==> src/rtl/baud_pkg.sv <==
// Shared types for the shift-clock generator.
// Assumes: one serial channel per generator instance.
package baud_pkg;
    typedef enum logic {
        MODE_SYNC = 1'b0,
        MODE_UART = 1'b1
    } baud_mode_e;
endpackage

==> src/rtl/baud_reload_cnt.sv <==
// Down-counting reload counter. Counts src_tick pulses from the loaded
// divide value to zero, then reloads and raises term for that cycle.
// Assumes: div_val is read only at reload or while held (run low).
module baud_reload_cnt #(
    parameter int DIV_W = 8
) (
    input  logic             clk,
    input  logic             rst_n,
    input  logic             run,
    input  logic             src_tick,
    input  logic [DIV_W-1:0] div_val,
    output logic             term
);
    logic [DIV_W-1:0] cnt;

    // terminal count: zero reached on a count-source enable
    assign term = run && src_tick && (cnt == '0);

    // counter: held at divide value when idle, reload at zero, else decrement
    always_ff @(posedge clk) begin
        if (!rst_n)            cnt <= '0;
        else if (!run)         cnt <= div_val;
        else if (src_tick) begin
            if (cnt == '0)     cnt <= div_val;
            else               cnt <= cnt - 1'b1;
        end
    end


    cnt_hold_chk: assert property (@(posedge clk) disable iff (!rst_n)
        (run && !src_tick) |=> $stable(cnt));

    cnt_step_chk: assert property (@(posedge clk) disable iff (!rst_n)
        (run && src_tick && cnt != '0) |=> (cnt == $past(cnt) - 1'b1));

    reload_chk: assert property (@(posedge clk) disable iff (!rst_n)
        (run && src_tick && cnt == '0) |=> (cnt == $past(div_val)));
endmodule

==> src/rtl/baud_post_div.sv <==
// Mode post-divider. Counts terminal pulses modulo SYNC_POST or UART_POST,
// emits a registered one-cycle shift enable per full period, and toggles
// a clock-out level on every terminal pulse.
// Assumes: uart is stable whenever run is high.
module baud_post_div #(
    parameter int SYNC_POST = 2,
    parameter int UART_POST = 16
) (
    input  logic clk,
    input  logic rst_n,
    input  logic run,
    input  logic uart,
    input  logic term,
    output logic shift_q,
    output logic clk_q
);
    localparam int MAXP = (UART_POST > SYNC_POST) ? UART_POST : SYNC_POST;
    localparam int PW   = (MAXP > 2) ? $clog2(MAXP) : 1;
    localparam logic [PW-1:0] U_LAST = PW'(UART_POST - 1);
    localparam logic [PW-1:0] S_LAST = PW'(SYNC_POST - 1);

    logic [PW-1:0] pcnt;
    logic          at_last;

    // last phase of the selected post-divide period
    assign at_last = (pcnt == (uart ? U_LAST : S_LAST));

    // phase counter, shift enable and clock-out level
    always_ff @(posedge clk) begin
        if (!rst_n || !run) begin
            pcnt    <= '0;
            shift_q <= 1'b0;
            clk_q   <= 1'b0;
        end else begin
            shift_q <= term && at_last;
            if (term) begin
                pcnt  <= at_last ? '0 : pcnt + 1'b1;
                clk_q <= ~clk_q;
            end
        end
    end


    idle_clear_chk: assert property (@(posedge clk) disable iff (!rst_n)
        !run |=> (pcnt == '0 && !clk_q && !shift_q));

    toggle_chk: assert property (@(posedge clk) disable iff (!rst_n)
        (run && term) |=> (clk_q != $past(clk_q)));

    sync_fall_chk: assert property (@(posedge clk) disable iff (!rst_n)
        (run && !uart && shift_q) |-> !clk_q);
endmodule

==> src/rtl/baud_gen.sv <==
// Shift-clock generator top. Holds the divide register (no reset: it must
// be written before enabling), captures mode and clock source while
// disabled, and selects the internal divider chain or the external tick.
// Assumes: ext_shift is already synchronized to clk.
module baud_gen #(
    parameter int DIV_W     = 8,
    parameter int SYNC_POST = 2,
    parameter int UART_POST = 16
) (
    input  logic             clk,
    input  logic             rst_n,
    input  logic             en,
    input  logic             mode_uart,
    input  logic             ext_clk_sel,
    input  logic             src_tick,
    input  logic             ext_shift,
    input  logic             wr_en,
    input  logic [DIV_W-1:0] wr_data,
    output logic             shift_tick,
    output logic             clk_out
);
    import baud_pkg::*;

    logic [DIV_W-1:0] div_reg;
    baud_mode_e       mode_q;
    logic             xsel_q;
    logic             int_run, ext_run, term, int_shift, ext_tick_q;

    // divide register: software write, takes effect at the next reload
    always_ff @(posedge clk) begin
        if (wr_en) div_reg <= wr_data;
    end

    // mode and clock source captured only while disabled
    always_ff @(posedge clk) begin
        if (!rst_n) begin
            mode_q <= MODE_SYNC;
            xsel_q <= 1'b0;
        end else if (!en) begin
            mode_q <= mode_uart ? MODE_UART : MODE_SYNC;
            xsel_q <= ext_clk_sel;
        end
    end

    // path select: external bypass only in synchronous mode
    assign ext_run = en && (mode_q == MODE_SYNC) && xsel_q;
    assign int_run = en && !ext_run;

    baud_reload_cnt #(.DIV_W(DIV_W)) u_cnt (
        .clk(clk), .rst_n(rst_n), .run(int_run), .src_tick(src_tick),
        .div_val(div_reg), .term(term)
    );

    baud_post_div #(.SYNC_POST(SYNC_POST), .UART_POST(UART_POST)) u_post (
        .clk(clk), .rst_n(rst_n), .run(int_run), .uart(mode_q == MODE_UART),
        .term(term), .shift_q(int_shift), .clk_q(clk_out)
    );

    // external tick register, one clock of latency like the internal path
    always_ff @(posedge clk) begin
        if (!rst_n) ext_tick_q <= 1'b0;
        else        ext_tick_q <= ext_run && ext_shift;
    end

    assign shift_tick = int_shift || ext_tick_q;


    ext_clk_low_chk: assert property (@(posedge clk) disable iff (!rst_n)
        ext_run |-> !clk_out);

    mode_frozen_chk: assert property (@(posedge clk) disable iff (!rst_n)
        ($past(en) && en) |-> ($stable(mode_q) && $stable(xsel_q)));

    idle_out_chk: assert property (@(posedge clk) disable iff (!rst_n)
        !$past(en) |-> (!shift_tick && !clk_out));
endmodule

==> config.mk <==
export PLATFORM = sky130hd
export DESIGN_NAME = baud_gen
export DESIGN_NICKNAME = d
export VERILOG_FILES = /design/src/rtl/baud_pkg.sv /design/src/rtl/baud_reload_cnt.sv /design/src/rtl/baud_post_div.sv /design/src/rtl/baud_gen.sv
export SDC_FILE = /design/constraint.sdc
export NUM_CORES = 1
export LEC_CHECK = 0
export ABC_CLOCK_PERIOD_IN_PS = 3600
export BUFFER_PORTS_ARGS = -buffer_cell sky130_fd_sc_hd__buf_2
export CORE_MARGIN = 2
export CORE_UTILIZATION = 50
export DETAILED_ROUTE_END_ITERATION = 12
export HOLD_SLACK_MARGIN = 0.02
export PLACE_DENSITY_LB_ADDON = 0.05
export SETUP_SLACK_MARGIN = 0.4
export SLEW_MARGIN = 20
export SYNTH_ARGS = -nofsm -noshare
export SYNTH_HDL_FRONTEND = slang
export SYNTH_SLANG_ARGS = --single-unit
==> constraint.sdc <==
create_clock -name clk -period 3.6 [get_ports clk]
set_clock_uncertainty 0.2 [all_clocks]
set_input_delay 0.54 -clock clk [delete_from_list [all_inputs] [get_ports clk]]
set_output_delay 0.54 -clock clk [all_outputs]
set_load 0.01 [all_outputs]
==> impl_metrics.env, run 1 <==
export IMPL_grt_pass1_wl_mm=3.82
export IMPL_holdPathStages=1
export IMPL_grt_ovfl_total=0
export IMPL_clockRootBuffer="clkbuf_4"
export IMPL_wl_mm=2.18
export IMPL_ys_seq_area_frac=0.495
export IMPL_drt_iter0_drc=15
export IMPL_synth_mux_area_frac=0.0341
export IMPL_syn2layout_area_growth_pct=12.0
export IMPL_vias_per_cell=5.76
export IMPL_io_pins=18
export IMPL_drv_slew=0
export IMPL_fp_dieW_um=52.5
export IMPL_routabilityCongestion=0.788
export IMPL_dieArea_sq_um=2750
export IMPL_synth_cell_type_count=37
export IMPL_max_cap_violations=0
export IMPL_ctsHoldBuffers=0
export IMPL_max_slew_worst_pin_slew_ns=0.714
export IMPL_rsz0062_at_grt="false"
export IMPL_final_util=0.594
export IMPL_rr_worst_depth=6
export IMPL_cts_resized=0
export IMPL_dieHeight_um=52.5
export IMPL_initial_utilization=0.531
export IMPL_dr_pass1_iters=4
export IMPL_avgRoutedWirePerCell_um=13.6
export IMPL_ys_warnings_count=0
export IMPL_period_needed_ns=2.30
export IMPL_cts_max_path_buffers=2
export IMPL_netlist_area_sq_um=1170
export IMPL_num_rows=17
export IMPL_detail_route_antenna_nets=0
export IMPL_layout_setup_ws_ns=1.30
export IMPL_slew_limit_headroom=0.523
export IMPL_synth_nets=131
export IMPL_avgSynthCellArea_sq_um=10.5
export IMPL_hp_class="input pin to flop"
export IMPL_numPortBuffers=17
export IMPL_synth_cells=112
export IMPL_synth_xor_area_share=0.0224
export IMPL_status="finished, final reports clean"
export IMPL_synthAdderAreaFrac=0.0320
export IMPL_antenna_found_initial=0
export IMPL_synth_compound_area_frac=0.172
export IMPL_critPathKind="flop to flop"
export IMPL_cts_tree="built"
export IMPL_cp_start_kind="flop"
export IMPL_clk_pin_slew_ns=0.13
export IMPL_synth_seq_cells=25
export IMPL_diodes=0
export IMPL_post_cts_buffers=0
export IMPL_peakVddDrop_uv=311
export IMPL_setup_violations=0
export IMPL_drive_gt1_frac=0.189
export IMPL_nets=152
export IMPL_timing_setup_tns_ns=0
export IMPL_nFillCells=211
export IMPL_place_detailed_hpwl_mm=1.72
export IMPL_p_per_area_nw_per_um2=420
export IMPL_place_ws_ns=1.35
export IMPL_synthSimpleGateAreaFrac=0.225
export IMPL_grt_max_degree=14
export IMPL_htreeDepth=1
export IMPL_crit_fanout=7
export IMPL_endpoint_kind="flop"
export IMPL_grt_pass1_vias=888
export IMPL_cts_buffers=3
export IMPL_drt_drc_violations_left=0
export IMPL_core_sq_um=2210
export IMPL_synth_top_family_by_area="simple AND/OR/NAND/NOR gates"
export IMPL_finalCritPeriodShare=0.639
export IMPL_hold_viol=0
export IMPL_cts_sinks=25
export IMPL_crit_arrival_ns=2.34
export IMPL_grt_total_usage=0.189
export IMPL_clkLatencyLatePin_ns=0.30
export IMPL_p_leak_nw=0.510
export IMPL_fmax_ghz=0.435
export IMPL_required_ns=3.64
export IMPL_mostFrequentLayoutCells="dfxtp_1, buf_2, nor2_1, edfxtp_1"
export IMPL_vias=921
power by group:
group          switching, mW  internal (mW)
registers             0.0195          0.312
logic                 0.0588         0.0466
clock network         0.0731         0.0432
per-layer routing:
metal | up-vias | GRT usage | wire (um)
met5 | - | 0 | 0
met4 | 0 | 0.0641 | 17
met3 | 2 | 0.0343 | 78
met2 | 18 | 0.302 | 977
met1 | 428 | 0.255 | 1100
li1 | 473 | - | -
logic make-up (layout without fill, tap and decap cells):
kind of cell    after synthesis  count (layout)
compound gates               28              28
buf+inv                       6              26
fa+ha+maj                     3               3
simple gates                 43              43
flops                        25              25
xor+xnor                      3               3
mux                           4               4
area by class of cell:
type	count	area [sq um]	share of cell area
clock buffer	4	26.3	0.0200
inverter	5	18.8	0.0143
multi-input combinational	81	569	0.433
sequential	25	581	0.441
tap	28	35.0	0.0266
timing repair buffer	17	85.1	0.0647
metrics by stage:
stage	cells	power [mW]	hold WS (ns)	area, sq um
2_1_floorplan	112	0.410	0.226	1170
3_3_place_gp	156	0.440	0.234	1290
3_5_place_dp	156	0.442	0.237	1290
4_1_cts	160	0.557	0.189	1320
5_1_grt	160	0.590	0.174	1320
6_report	160	0.553	0.199	1320
Yosys cell counts, drive strengths merged:
| library cell | number | area [sq um] |
|---|---|---|
| nand4 | 1 | 6.26 |
| a31oi | 3 | 18.8 |
| nand2 | 5 | 18.8 |
| o211ai | 1 | 7.51 |
| o21ai | 5 | 25.0 |
| buf | 1 | 5.00 |
| and4 | 3 | 26.3 |
| edfxtp | 8 | 240 |
| dfxtp | 17 | 340 |
| a21oi | 5 | 28.8 |
| xor2 | 3 | 26.3 |
| nor2 | 8 | 30.0 |
| a311oi | 1 | 8.76 |
| a2bb2oi | 1 | 8.76 |
| and4b | 1 | 10.0 |
| o31ai | 1 | 7.51 |
| and3 | 2 | 12.5 |
| or4b | 2 | 20.0 |
| a211oi | 4 | 35.0 |
| or2 | 1 | 6.26 |
| nor4 | 2 | 27.5 |
| mux2i | 4 | 40.0 |
| o2bb2ai | 5 | 43.8 |
| nand2b | 3 | 18.8 |
| inv | 5 | 18.8 |
| nor3 | 4 | 20.0 |
| a32oi | 1 | 8.76 |
| ha | 3 | 37.5 |
| nand3 | 5 | 25.0 |
| nor2b | 3 | 18.8 |
| nor3b | 2 | 15.0 |
| nand4b | 1 | 8.76 |
| o2111ai | 1 | 8.76 |
final timing paths:
path | end | slack (ns) | from
max | u_cnt.cnt[7] | 1.30 | u_cnt.cnt[0]
min | div_reg[7] | 0.20 | wr_data[7]
max reg2reg | u_cnt.cnt[7] | 1.30 | u_cnt.cnt[0]
min reg2reg | u_cnt.cnt[2] | 0.26 | div_reg[2]
critical path, stage by stage (launching register included):
cell,delay [ns]
dfxtp_1,0.39
inv_1,0.10
ha_1,0.21
nor3b_1,0.21
a211oi_2,0.46
or4b_1,0.49
a31oi_1,0.18
Power figures use the tool's default switching activity.
==> run 2: changes to the inputs <==
ABC_AREA = 1   (was default)
ABC_CLOCK_PERIOD_IN_PS = 2000   (was 3600)
clock period = 2 ns   (was 3.6 ns; I/O delays follow)
==> run 2 against run 1 <==
  * Sequential share of layout area decreased by 8.8 points
  * Combinational power increased to 3.0 times the previous value
  * Global-route usage increased by 0.45 points
  * Design area increased by 26%
  * Total power increased by 100%
  * Flip-flop and latch count unchanged
==> impl_metrics.env, run 2 <==
export IMPL_status="finished, final reports clean"
export IMPL_ys_seq_area_frac=0.461
export IMPL_period_needed_ns=1.63
export IMPL_reg2reg_to="u_cnt.cnt[5]"
export IMPL_r2r_start="mode_q"
export IMPL_clockRootBuffer="clkbuf_4"
export IMPL_antenna_found_initial=0
export IMPL_synth_top_area_frac=0.270
export IMPL_numPortBuffers=17
export IMPL_grt_pass1_vias=959
export IMPL_nFillCells=205
export IMPL_crit_arrival_ns=1.64
export IMPL_grt_total_usage=0.193
export IMPL_p_leak_nw=0.713
export IMPL_avgSynthCellArea_sq_um=8.46
export IMPL_dr_pass1_iters=4
export IMPL_grt_pass1_wl_mm=4.06
export IMPL_synth_largest_area_cell="dfxtp_1"
export IMPL_hp_class="input pin to flop"
export IMPL_p_per_area_nw_per_um2=681
export IMPL_vias=1094
export IMPL_ys_top_cells_by_area="dfxtp_1, edfxtp_1, nand2_1"
export IMPL_num_rows=18
export IMPL_drv_slew=0
export IMPL_dieArea_sq_um=2940
export IMPL_cts_sinks=25
export IMPL_hold_start="mode_uart"
export IMPL_detail_route_antenna_nets=0
export IMPL_clk_pin_slew_ns=0.13
export IMPL_wl_mm=2.66
export IMPL_rsz0062_at_grt="true"
export IMPL_max_cap_violations=0
export IMPL_final_common_cell="nand2_1"
export IMPL_finalCritPeriodShare=0.816
export IMPL_critPathKind="flop to flop"
export IMPL_setup_violations=0
export IMPL_rr_worst_depth=7
export IMPL_peakVddDrop_uv=581
export IMPL_drt_iter0_drc=24
export IMPL_io_pins=18
export IMPL_syn2layout_area_growth_pct=31.9
export IMPL_synth_cell_type_count=25
export IMPL_required_ns=2.01
export IMPL_synth_cells=149
export IMPL_ys_warnings_count=0
export IMPL_drive_gt1_frac=0.312
export IMPL_async_reset_ff_frac=0
export IMPL_synth_commonest_cells="nand2_1, inv_1, dfxtp_1, o21ai_0, a21oi_1"
export IMPL_grt_ovfl_total=0
export IMPL_fin_area_sq_um=1660
export IMPL_placed_cell_area_sq_um=1370
export IMPL_initial_utilization=0.518
export IMPL_routabilityCongestion=0.799
export IMPL_fmax_ghz=0.613
export IMPL_synth_edff_count=8
export IMPL_power_total_mw=1.13
export IMPL_clkLatencyLatePin_ns=0.31
export IMPL_cts_max_path_buffers=2
export IMPL_grt_max_degree=14
export IMPL_ys_flop_type="dfxtp_1"
export IMPL_netlist_area_sq_um=1260
export IMPL_diodes=0
export IMPL_core_sq_um=2430
export IMPL_cts_tree="built"
export IMPL_cp_start_kind="flop"
export IMPL_htreeDepth=1
export IMPL_vias_per_cell=5.00
export IMPL_synth_seq_cells=25
export IMPL_endpoint_kind="flop"
export IMPL_nets=209
export IMPL_cts_buffers=3
export IMPL_slew_limit_headroom=0.831
export IMPL_timing_setup_tns_ns=0
export IMPL_avgRoutedWirePerCell_um=12.1
export IMPL_crit_fanout=8
export IMPL_synth_most_common_cell="nand2_1"
export IMPL_drt_drc_violations_left=0
export IMPL_worst_hold_path_endpoint="mode_q"
export IMPL_regToRegSetupSlack_ns=0.37
export IMPL_layout_setup_ws_ns=0.368
export IMPL_mostFrequentLayoutCells="nand2_1, inv_1, buf_2"
export IMPL_place_ws_ns=0.280
export IMPL_place_detailed_hpwl_mm=1.73
export IMPL_synth_nets=168
export IMPL_dieHeight_um=54.2
export IMPL_holdPathStages=3
export IMPL_max_slew_worst_pin_slew_ns=0.253
export IMPL_hold_viol=0
export IMPL_fp_dieW_um=54.2
-- run 2: changes by cell type after synthesis, moves of 4 or more --
| cell | before | now |
|---|---|---|
| nor3_1 | 4 | 0 |
| o2bb2ai_1 | 5 | 0 |
| mux2i_1 | 4 | 0 |
| a21oi_1 | 4 | 12 |
| nand3_1 | 5 | 10 |
| o21ai_0 | 5 | 14 |
| nand4_1 | 1 | 5 |
| nand2_1 | 5 | 23 |
| inv_1 | 5 | 21 |
-- run 2: what timing repair did --
item                       in CTS  in global routing
gates cloned                    0                  2
pin swaps                       2                  7
hold buffers                   10                  0
hold endpoints to repair       11                  0
setup endpoints to repair      11                 14
resized for setup               5                 27
setup buffers                   0                  8
-- run 2: cell families after synthesis --
group,count (synthesis),share of synthesized area
compound gates,34,0.164
xor+xnor,5,0.0348
simple gates,58,0.229
fa+ha+maj,3,0.0298
buf+inv,24,0.0814
flops,25,0.461
-- run 2: critical path, cell delays in order (launching register included) --
cell and delay, ns:
dfxtp_2 0.37, inv_4 0.05, a21boi_4 0.22, clkinv_4 0.15, nor2_8 0.22, clkinv_2 0.15
nand3_1 0.11, a21oi_1 0.06
-- run 2: layer usage --
layer	vias to the layer above	GRT usage	wire length, um
met3	2	0.0472	106
met4	0	0.0708	20
met1	483	0.262	1310
met2	31	0.297	1220
met5	-	0	0
li1	578	-	-
-- run 2: metrics by stage --
step            util  hold slack [ns]  std cells
3_5_place_dp   0.564            0.256        195
6_report       0.683           0.0532        219
4_1_cts        0.623           0.0439        209
5_1_grt        0.683           0.0449        219
3_3_place_gp   0.564            0.248        195
2_1_floorplan      -            0.189        149
-- run 2: how the worst max path moves through the flow --
stage | start | endpoint
2_1_floorplan | u_cnt.cnt[0] | u_cnt.cnt[4]
3_3_place_gp | u_cnt.cnt[0] | u_cnt.cnt[3]
3_5_place_dp | u_cnt.cnt[0] | u_cnt.cnt[4]
4_1_cts | mode_q | u_cnt.cnt[0]
5_1_grt | mode_q | u_cnt.cnt[5]
6_report | mode_q | u_cnt.cnt[5]
-- run 2: power breakdown --
group / total (mW) / switching, mW / internal [mW]
registers: 0.605 / 0.0391 / 0.566
clock network: 0.217 / 0.139 / 0.0777
logic: 0.310 / 0.176 / 0.134
-- run 2: area by class of cell --
| cell class | instances | area, sq um | share of cell area |
|---|---|---|---|
| clock buffer | 4 | 26.3 | 0.0158 |
| inverter | 23 | 101 | 0.0610 |
| sequential | 25 | 587 | 0.353 |
| timing repair buffer | 35 | 255 | 0.154 |
| multi-input combinational | 101 | 649 | 0.391 |
| timing repair inverter | 1 | 5.00 | 0.00301 |
| tap | 30 | 37.5 | 0.0226 |
